**config.mk**
```make
export PLATFORM = sky130hd
export DESIGN_NAME = spare_crc_check
export DESIGN_NICKNAME = d
export VERILOG_FILES = /design/src/rtl/scc_pkg.sv /design/src/rtl/scc_crc_acc.sv /design/src/rtl/scc_compare.sv /design/src/rtl/scc_status_push.sv /design/src/rtl/spare_crc_check.sv
export SDC_FILE = /design/constraint.sdc
export NUM_CORES = 1
export LEC_CHECK = 0
export BUFFER_PORTS_ARGS = -buffer_cell sky130_fd_sc_hd__clkbuf_2
export CAP_MARGIN = 20
export CORE_MARGIN = 2
export CORE_UTILIZATION = 51
export CTS_BUF_LIST = sky130_fd_sc_hd__clkbuf_8
export DETAILED_ROUTE_END_ITERATION = 8
export GPL_ROUTABILITY_DRIVEN = 1
export PLACE_DENSITY = 0.81
export SLEW_MARGIN = 10
export SYNTH_ARGS = -nofsm -noshare
export SYNTH_HDL_FRONTEND = slang
export SYNTH_SLANG_ARGS = --single-unit
```
**constraint.sdc**
```tcl
create_clock -name clk -period 1.4 [get_ports clk]
set_input_delay 0.35 -clock clk [delete_from_list [all_inputs] [get_ports clk]]
set_output_delay 0.35 -clock clk [all_outputs]
set_load 0.03 [all_outputs]
```
**src/rtl/scc_pkg.sv**
```systemverilog
// Package: shared constants and the overhead-bit bundle for the spare-bit checker.
// Assumes: a 12-bit far-end CRC and an 8-bit status byte.
package scc_pkg;
    localparam int STAT_W = 8;

    typedef struct packed {
        logic m51;
        logic m52;
        logic m61;
        logic m62;
    } ovh_t;
endpackage

```
**src/rtl/scc_crc_acc.sv**
```systemverilog
// Serial CRC accumulator, MSB-first, generator given by POLY.
// Restarts from zero on `restart`. A qualified bit in the restart cycle
// becomes the first bit of the new sum.
module scc_crc_acc #(
    parameter int          CRC_W = 12,
    parameter logic [11:0] POLY  = 12'h80F
) (
    input  logic             clk,
    input  logic             rst_n,
    input  logic             restart,
    input  logic             bit_valid,
    input  logic             bit_in,
    output logic [CRC_W-1:0] crc_q
);
    logic [CRC_W-1:0] base;
    logic [CRC_W-1:0] stepped;
    logic             fb;

    // Purpose: choose the seed and advance by one bit.
    always_comb begin
        base    = restart ? '0 : crc_q;
        fb      = base[CRC_W-1] ^ bit_in;
        stepped = {base[CRC_W-2:0], 1'b0} ^ (fb ? POLY[CRC_W-1:0] : '0);
    end

    // Purpose: hold the running sum.
    always_ff @(posedge clk) begin
        if (!rst_n)         crc_q <= '0;
        else if (bit_valid) crc_q <= stepped;
        else if (restart)   crc_q <= '0;
    end
endmodule

```
**src/rtl/scc_compare.sv**
```systemverilog
// CRC comparison at the boundary. Produces NEB (1 = no error).
// Assumes: a compare counts only if the previous strobe was active, so the
// local sum spans one whole superframe.
module scc_compare #(
    parameter int CRC_W = 12
) (
    input  logic             clk,
    input  logic             rst_n,
    input  logic             strobe,
    input  logic             active,
    input  logic [CRC_W-1:0] far_crc,
    input  logic [CRC_W-1:0] local_crc,
    output logic             neb
);
    logic spanned;

    // Purpose: remember whether the running superframe began at an active strobe.
    always_ff @(posedge clk) begin
        if (!rst_n)      spanned <= 1'b0;
        else if (strobe) spanned <= active;
    end

    // Purpose: flag a mismatch only over a full superframe.
    always_comb neb = !(spanned && (far_crc != local_crc));
endmodule

```
**src/rtl/scc_status_push.sv**
```systemverilog
// Builds the status byte and offers it to the interrupt queue.
// Assumes: a full queue drops the byte and raises a sticky overflow.
module scc_status_push
    import scc_pkg::*;
(
    input  logic              clk,
    input  logic              rst_n,
    input  logic              active,
    input  ovh_t              ovh,
    input  logic              neb,
    input  logic              alt_mode,
    input  logic              ext_a,
    input  logic              ext_b,
    input  logic              queue_full,
    output logic [STAT_W-1:0] stat_byte,
    output logic              stat_push,
    output logic              ovf_flag
);
    logic [STAT_W-1:0] next_byte;

    // Purpose: lay out the byte; the external pins count only in alternate mode.
    always_comb begin
        next_byte = {alt_mode & ext_b, alt_mode & ext_a, ovh.m51, ovh.m61,
                     ovh.m52, ovh.m62, neb, 1'b0};
    end

    // Purpose: register the byte, the push pulse and the sticky overflow.
    always_ff @(posedge clk) begin
        if (!rst_n) begin
            stat_byte <= '0;
            stat_push <= 1'b0;
            ovf_flag  <= 1'b0;
        end else begin
            stat_push <= active && !queue_full;
            if (active)               stat_byte <= next_byte;
            if (active && queue_full) ovf_flag  <= 1'b1;
        end
    end
endmodule

```
**src/rtl/spare_crc_check.sv**
```systemverilog
// Top: superframe spare-bit capture and CRC check.
// Assumes: the spare bits, far_crc and the external pins are valid in the
// strobe cycle.
module spare_crc_check #(
    parameter int          CRC_W = 12,
    parameter logic [11:0] POLY  = 12'h80F
) (
    input  logic             clk,
    input  logic             rst_n,
    input  logic             sf_strobe,
    input  logic             line_sync,
    input  logic             proc_en,
    input  logic             rx_m51,
    input  logic             rx_m52,
    input  logic             rx_m61,
    input  logic             rx_m62,
    input  logic [CRC_W-1:0] far_crc,
    input  logic             crc_bit,
    input  logic             crc_valid,
    input  logic             alt_mode,
    input  logic             ext_a,
    input  logic             ext_b,
    input  logic             queue_full,
    output logic [7:0]       stat_byte,
    output logic             stat_push,
    output logic             ovf_flag,
    output logic             tx_febe
);
    import scc_pkg::*;

    logic             active;
    logic             neb;
    logic [CRC_W-1:0] local_crc;
    ovh_t             ovh;

    // Purpose: qualify the boundary and bundle the spare bits.
    always_comb begin
        active = sf_strobe && proc_en && line_sync;
        ovh    = '{m51: rx_m51, m52: rx_m52, m61: rx_m61, m62: rx_m62};
    end

    scc_crc_acc #(.CRC_W(CRC_W), .POLY(POLY)) i_crc (
        .clk(clk), .rst_n(rst_n), .restart(sf_strobe),
        .bit_valid(crc_valid), .bit_in(crc_bit), .crc_q(local_crc)
    );

    scc_compare #(.CRC_W(CRC_W)) i_cmp (
        .clk(clk), .rst_n(rst_n), .strobe(sf_strobe), .active(active),
        .far_crc(far_crc), .local_crc(local_crc), .neb(neb)
    );

    scc_status_push i_stat (
        .clk(clk), .rst_n(rst_n), .active(active), .ovh(ovh), .neb(neb),
        .alt_mode(alt_mode), .ext_a(ext_a), .ext_b(ext_b),
        .queue_full(queue_full), .stat_byte(stat_byte),
        .stat_push(stat_push), .ovf_flag(ovf_flag)
    );

    // Purpose: error bit for the next transmitted superframe, held between strobes.
    always_ff @(posedge clk) begin
        if (!rst_n)         tx_febe <= 1'b1;
        else if (sf_strobe) tx_febe <= active ? neb : 1'b1;
    end
endmodule

```
==> results.sh <==
export IMPL_core_mm2=0.002002
export IMPL_status="completed"
export IMPL_powerDensity_mw_per_mm2=943.5
export IMPL_synth_top_cell_by_area="dfxtp_1"
export IMPL_yosys_top_cells_area="dfxtp_1 (42%), xor2_1 (9.5%), mux2i_1 (7.2%), nand2_1 (5.1%), nor2_1 (3.7%)"
export IMPL_clockRootBuffer="clkbuf_8"
export IMPL_drive_gt1_frac=0.3063
export IMPL_clkLatencyLatePin_ns=0.26
export IMPL_syn_nets=148
export IMPL_grt_max_degree=18
export IMPL_critical_path_peak_fanout=7
export IMPL_post_route_period_util=0.8912
export IMPL_synth_cells=121
export IMPL_crit_start="i_crc.crc_q[11]"
export IMPL_drc=0
export IMPL_drt_pass1_iterations=4
export IMPL_io_pins=38
export IMPL_hold_violations=0
export IMPL_yosys_area_top_type_share=0.4158
export IMPL_maxSlewViolCount=0
export IMPL_antenna_found_initial=0
export IMPL_cts_tree="built"
export IMPL_wl_per_cell_um=12.60
export IMPL_clockBufferDepth=2
export IMPL_cts_hold_buf=0
export IMPL_finalClockSkew_ns=0.001944
export IMPL_max_stage_delay_ns=0.38
export IMPL_yosysWarnings=0
export IMPL_syn_area_per_cell_um2=9.151
export IMPL_synth_distinct_cells=31
export IMPL_r2r_start="i_crc.crc_q[11]"
export IMPL_overflow=0
export IMPL_crit_type="reg -> reg"
export IMPL_min_path_type="in -> reg"
export IMPL_end_kind="flop"
export IMPL_path_cells="nor2b_4, xor2_2, a2bb2oi_1, o21ai_1"
export IMPL_vias=977
export IMPL_gp_congestion=0.7871
export IMPL_fillers=182
export IMPL_grt_usage=0.1969
export IMPL_ys_seq_area_frac=0.4158
export IMPL_fmax_ghz=0.8015
export IMPL_drt_iter0_drc=8
export IMPL_numCtsBuffers=3
export IMPL_postRouteAntennaNets=0
export IMPL_rows=16
export IMPL_min_from="queue_full"
export IMPL_maxCapViolCount=0
export IMPL_wirelength_um=2356
export IMPL_period_needed_ns=1.248
export IMPL_die_y_um=50.60
export IMPL_dieArea_mm2=0.002560
export IMPL_cts_sinks=23
export IMPL_ys_ff_latch=23
export IMPL_cp_arrival_ns=1.39
export IMPL_synth_area_mm2=0.001107
export IMPL_ir_drop_v=0.0006286
export IMPL_dp_hpwl_um=1846
export IMPL_leakagePower_nw=0.6281
export IMPL_die_w_um=50.60
export IMPL_syn_to_final_growth_pct=23.73
export IMPL_via_per_inst=5.225
export IMPL_cts_resized=0
export IMPL_initial_utilization=0.5531
export IMPL_postCtsSetupBuffers=0
export IMPL_startpoint_type="flop"
export IMPL_crit_slowest_cell="dfxtp_1"
export IMPL_final_setup_tns_ns=0
export IMPL_post_route_util=0.6844
export IMPL_clkSlewWorstSetupHoldPaths_ns=0.08
export IMPL_grt_first_pass_wirelength_um=3836
export IMPL_setup_viol_count_final=0
export IMPL_required_ns=1.55
export IMPL_rsz0062_at_grt="false"
export IMPL_first_global_vias=914
export IMPL_diodes=0
export IMPL_htree_levels=1
export IMPL_numPortBuffers=36
export IMPL_final_nets=188
## final cells by class
class                   instances  area [um2]  share of cell area
clock inverters                 1       3.754            0.002740
flip-flops and latches         23       460.4              0.3361
repair buffers                 42       225.2              0.1644
clock buffers                   3       41.29             0.03014
well taps                      27       33.78             0.02466
multi-input cells              88       594.3              0.4338
inverters                       3       11.26            0.008219
## synthesized netlist by cell type (all sizes together)
cell     instances
conb             1
mux2i            8
inv              3
xor2            13
nand4            1
nand3            4
a2bb2oi          4
clkbuf           2
and3             2
xnor2            1
o21ai            5
o2111ai          2
buf              5
a21oi            3
a21boi           7
nor2            11
nand2           15
nand2b           3
dfxtp           23
nor4             3
nor2b            3
a31oi            1
o211ai           1
## worst paths after layout
check                        end  cells after the start  slack [ns]
min             i_stat.stat_push                      2        0.26
max               i_crc.crc_q[2]                      4        0.15
max reg2reg       i_crc.crc_q[2]                      4        0.15
min reg2reg  i_stat.stat_byte[4]                      2        0.46
## power by group
part | internal, mW | switching, mW | leakage (nW)
clock | 0.195 | 0.203 | 0.0269
sequential | 0.673 | 0.0162 | 0.187
combinational | 0.0928 | 0.111 | 0.414
## layout by cell type, fill, tap and decap left out, drive strengths merged, types with 2 or more instances in the layout
cell type,instances
o21ai,5
nand3,4
clkbuf,39
mux2i,8
dfxtp,23
a21boi,7
buf,6
nor4,3
inv,4
nand2b,3
o2111ai,2
a21oi,3
nor2,11
xor2,13
a2bb2oi,4
nand2,15
and3,2
nor2b,3
## state kept, by name (all words and copies together) (netlist names)
register          cells
i_crc.crc_q          12
i_stat.stat_byte      7
i_cmp.spanned         1
i_stat.ovf_flag       1
i_stat.stat_push      1
tx_febe               1
## logic make-up after synthesis
logic type      count (synthesis)  share of synthesized area
compound gates                 23                     0.1435
xor+xnor                       14                     0.1175
buf+inv                        10                    0.04746
flops                          23                     0.4158
mux                             8                    0.07232
other cells                     1                   0.003387
simple gates                   42                     0.2000
## critical path: cells and delay by family (launching register included)
family	cells	cell delay [ns]
flip-flops	1	0.38
XOR/XNOR	1	0.28
AO/OA/AOI/OAI	2	0.28
AND/OR/NAND/NOR	1	0.19
## metrics by stage
step	hold WS, ns	cells	instance area [um2]	setup WS (ns)	total power, mW
final	0.2570	187	1370	0.1523	1.293
after global routing	0.2742	187	1370	0.04307	1.345
after CTS	0.2572	187	1370	0.1407	1.300
after detailed placement	0.4471	183	1325	0.07618	0.9078
after global placement	0.4390	183	1325	0.1387	0.8998
after floorplan	0.4221	121	1107	0.1920	0.8311
## layer usage
metal	wire [um]	track usage	vias to the layer above	share of wire
met5	0	0	-	0
met4	43	0.09910	0	0.018
met3	107	0.02083	6	0.045
met2	1148	0.3377	33	0.49
met1	1057	0.2434	452	0.45
li1	-	-	486	-
Power figures use the tool's default switching activity.
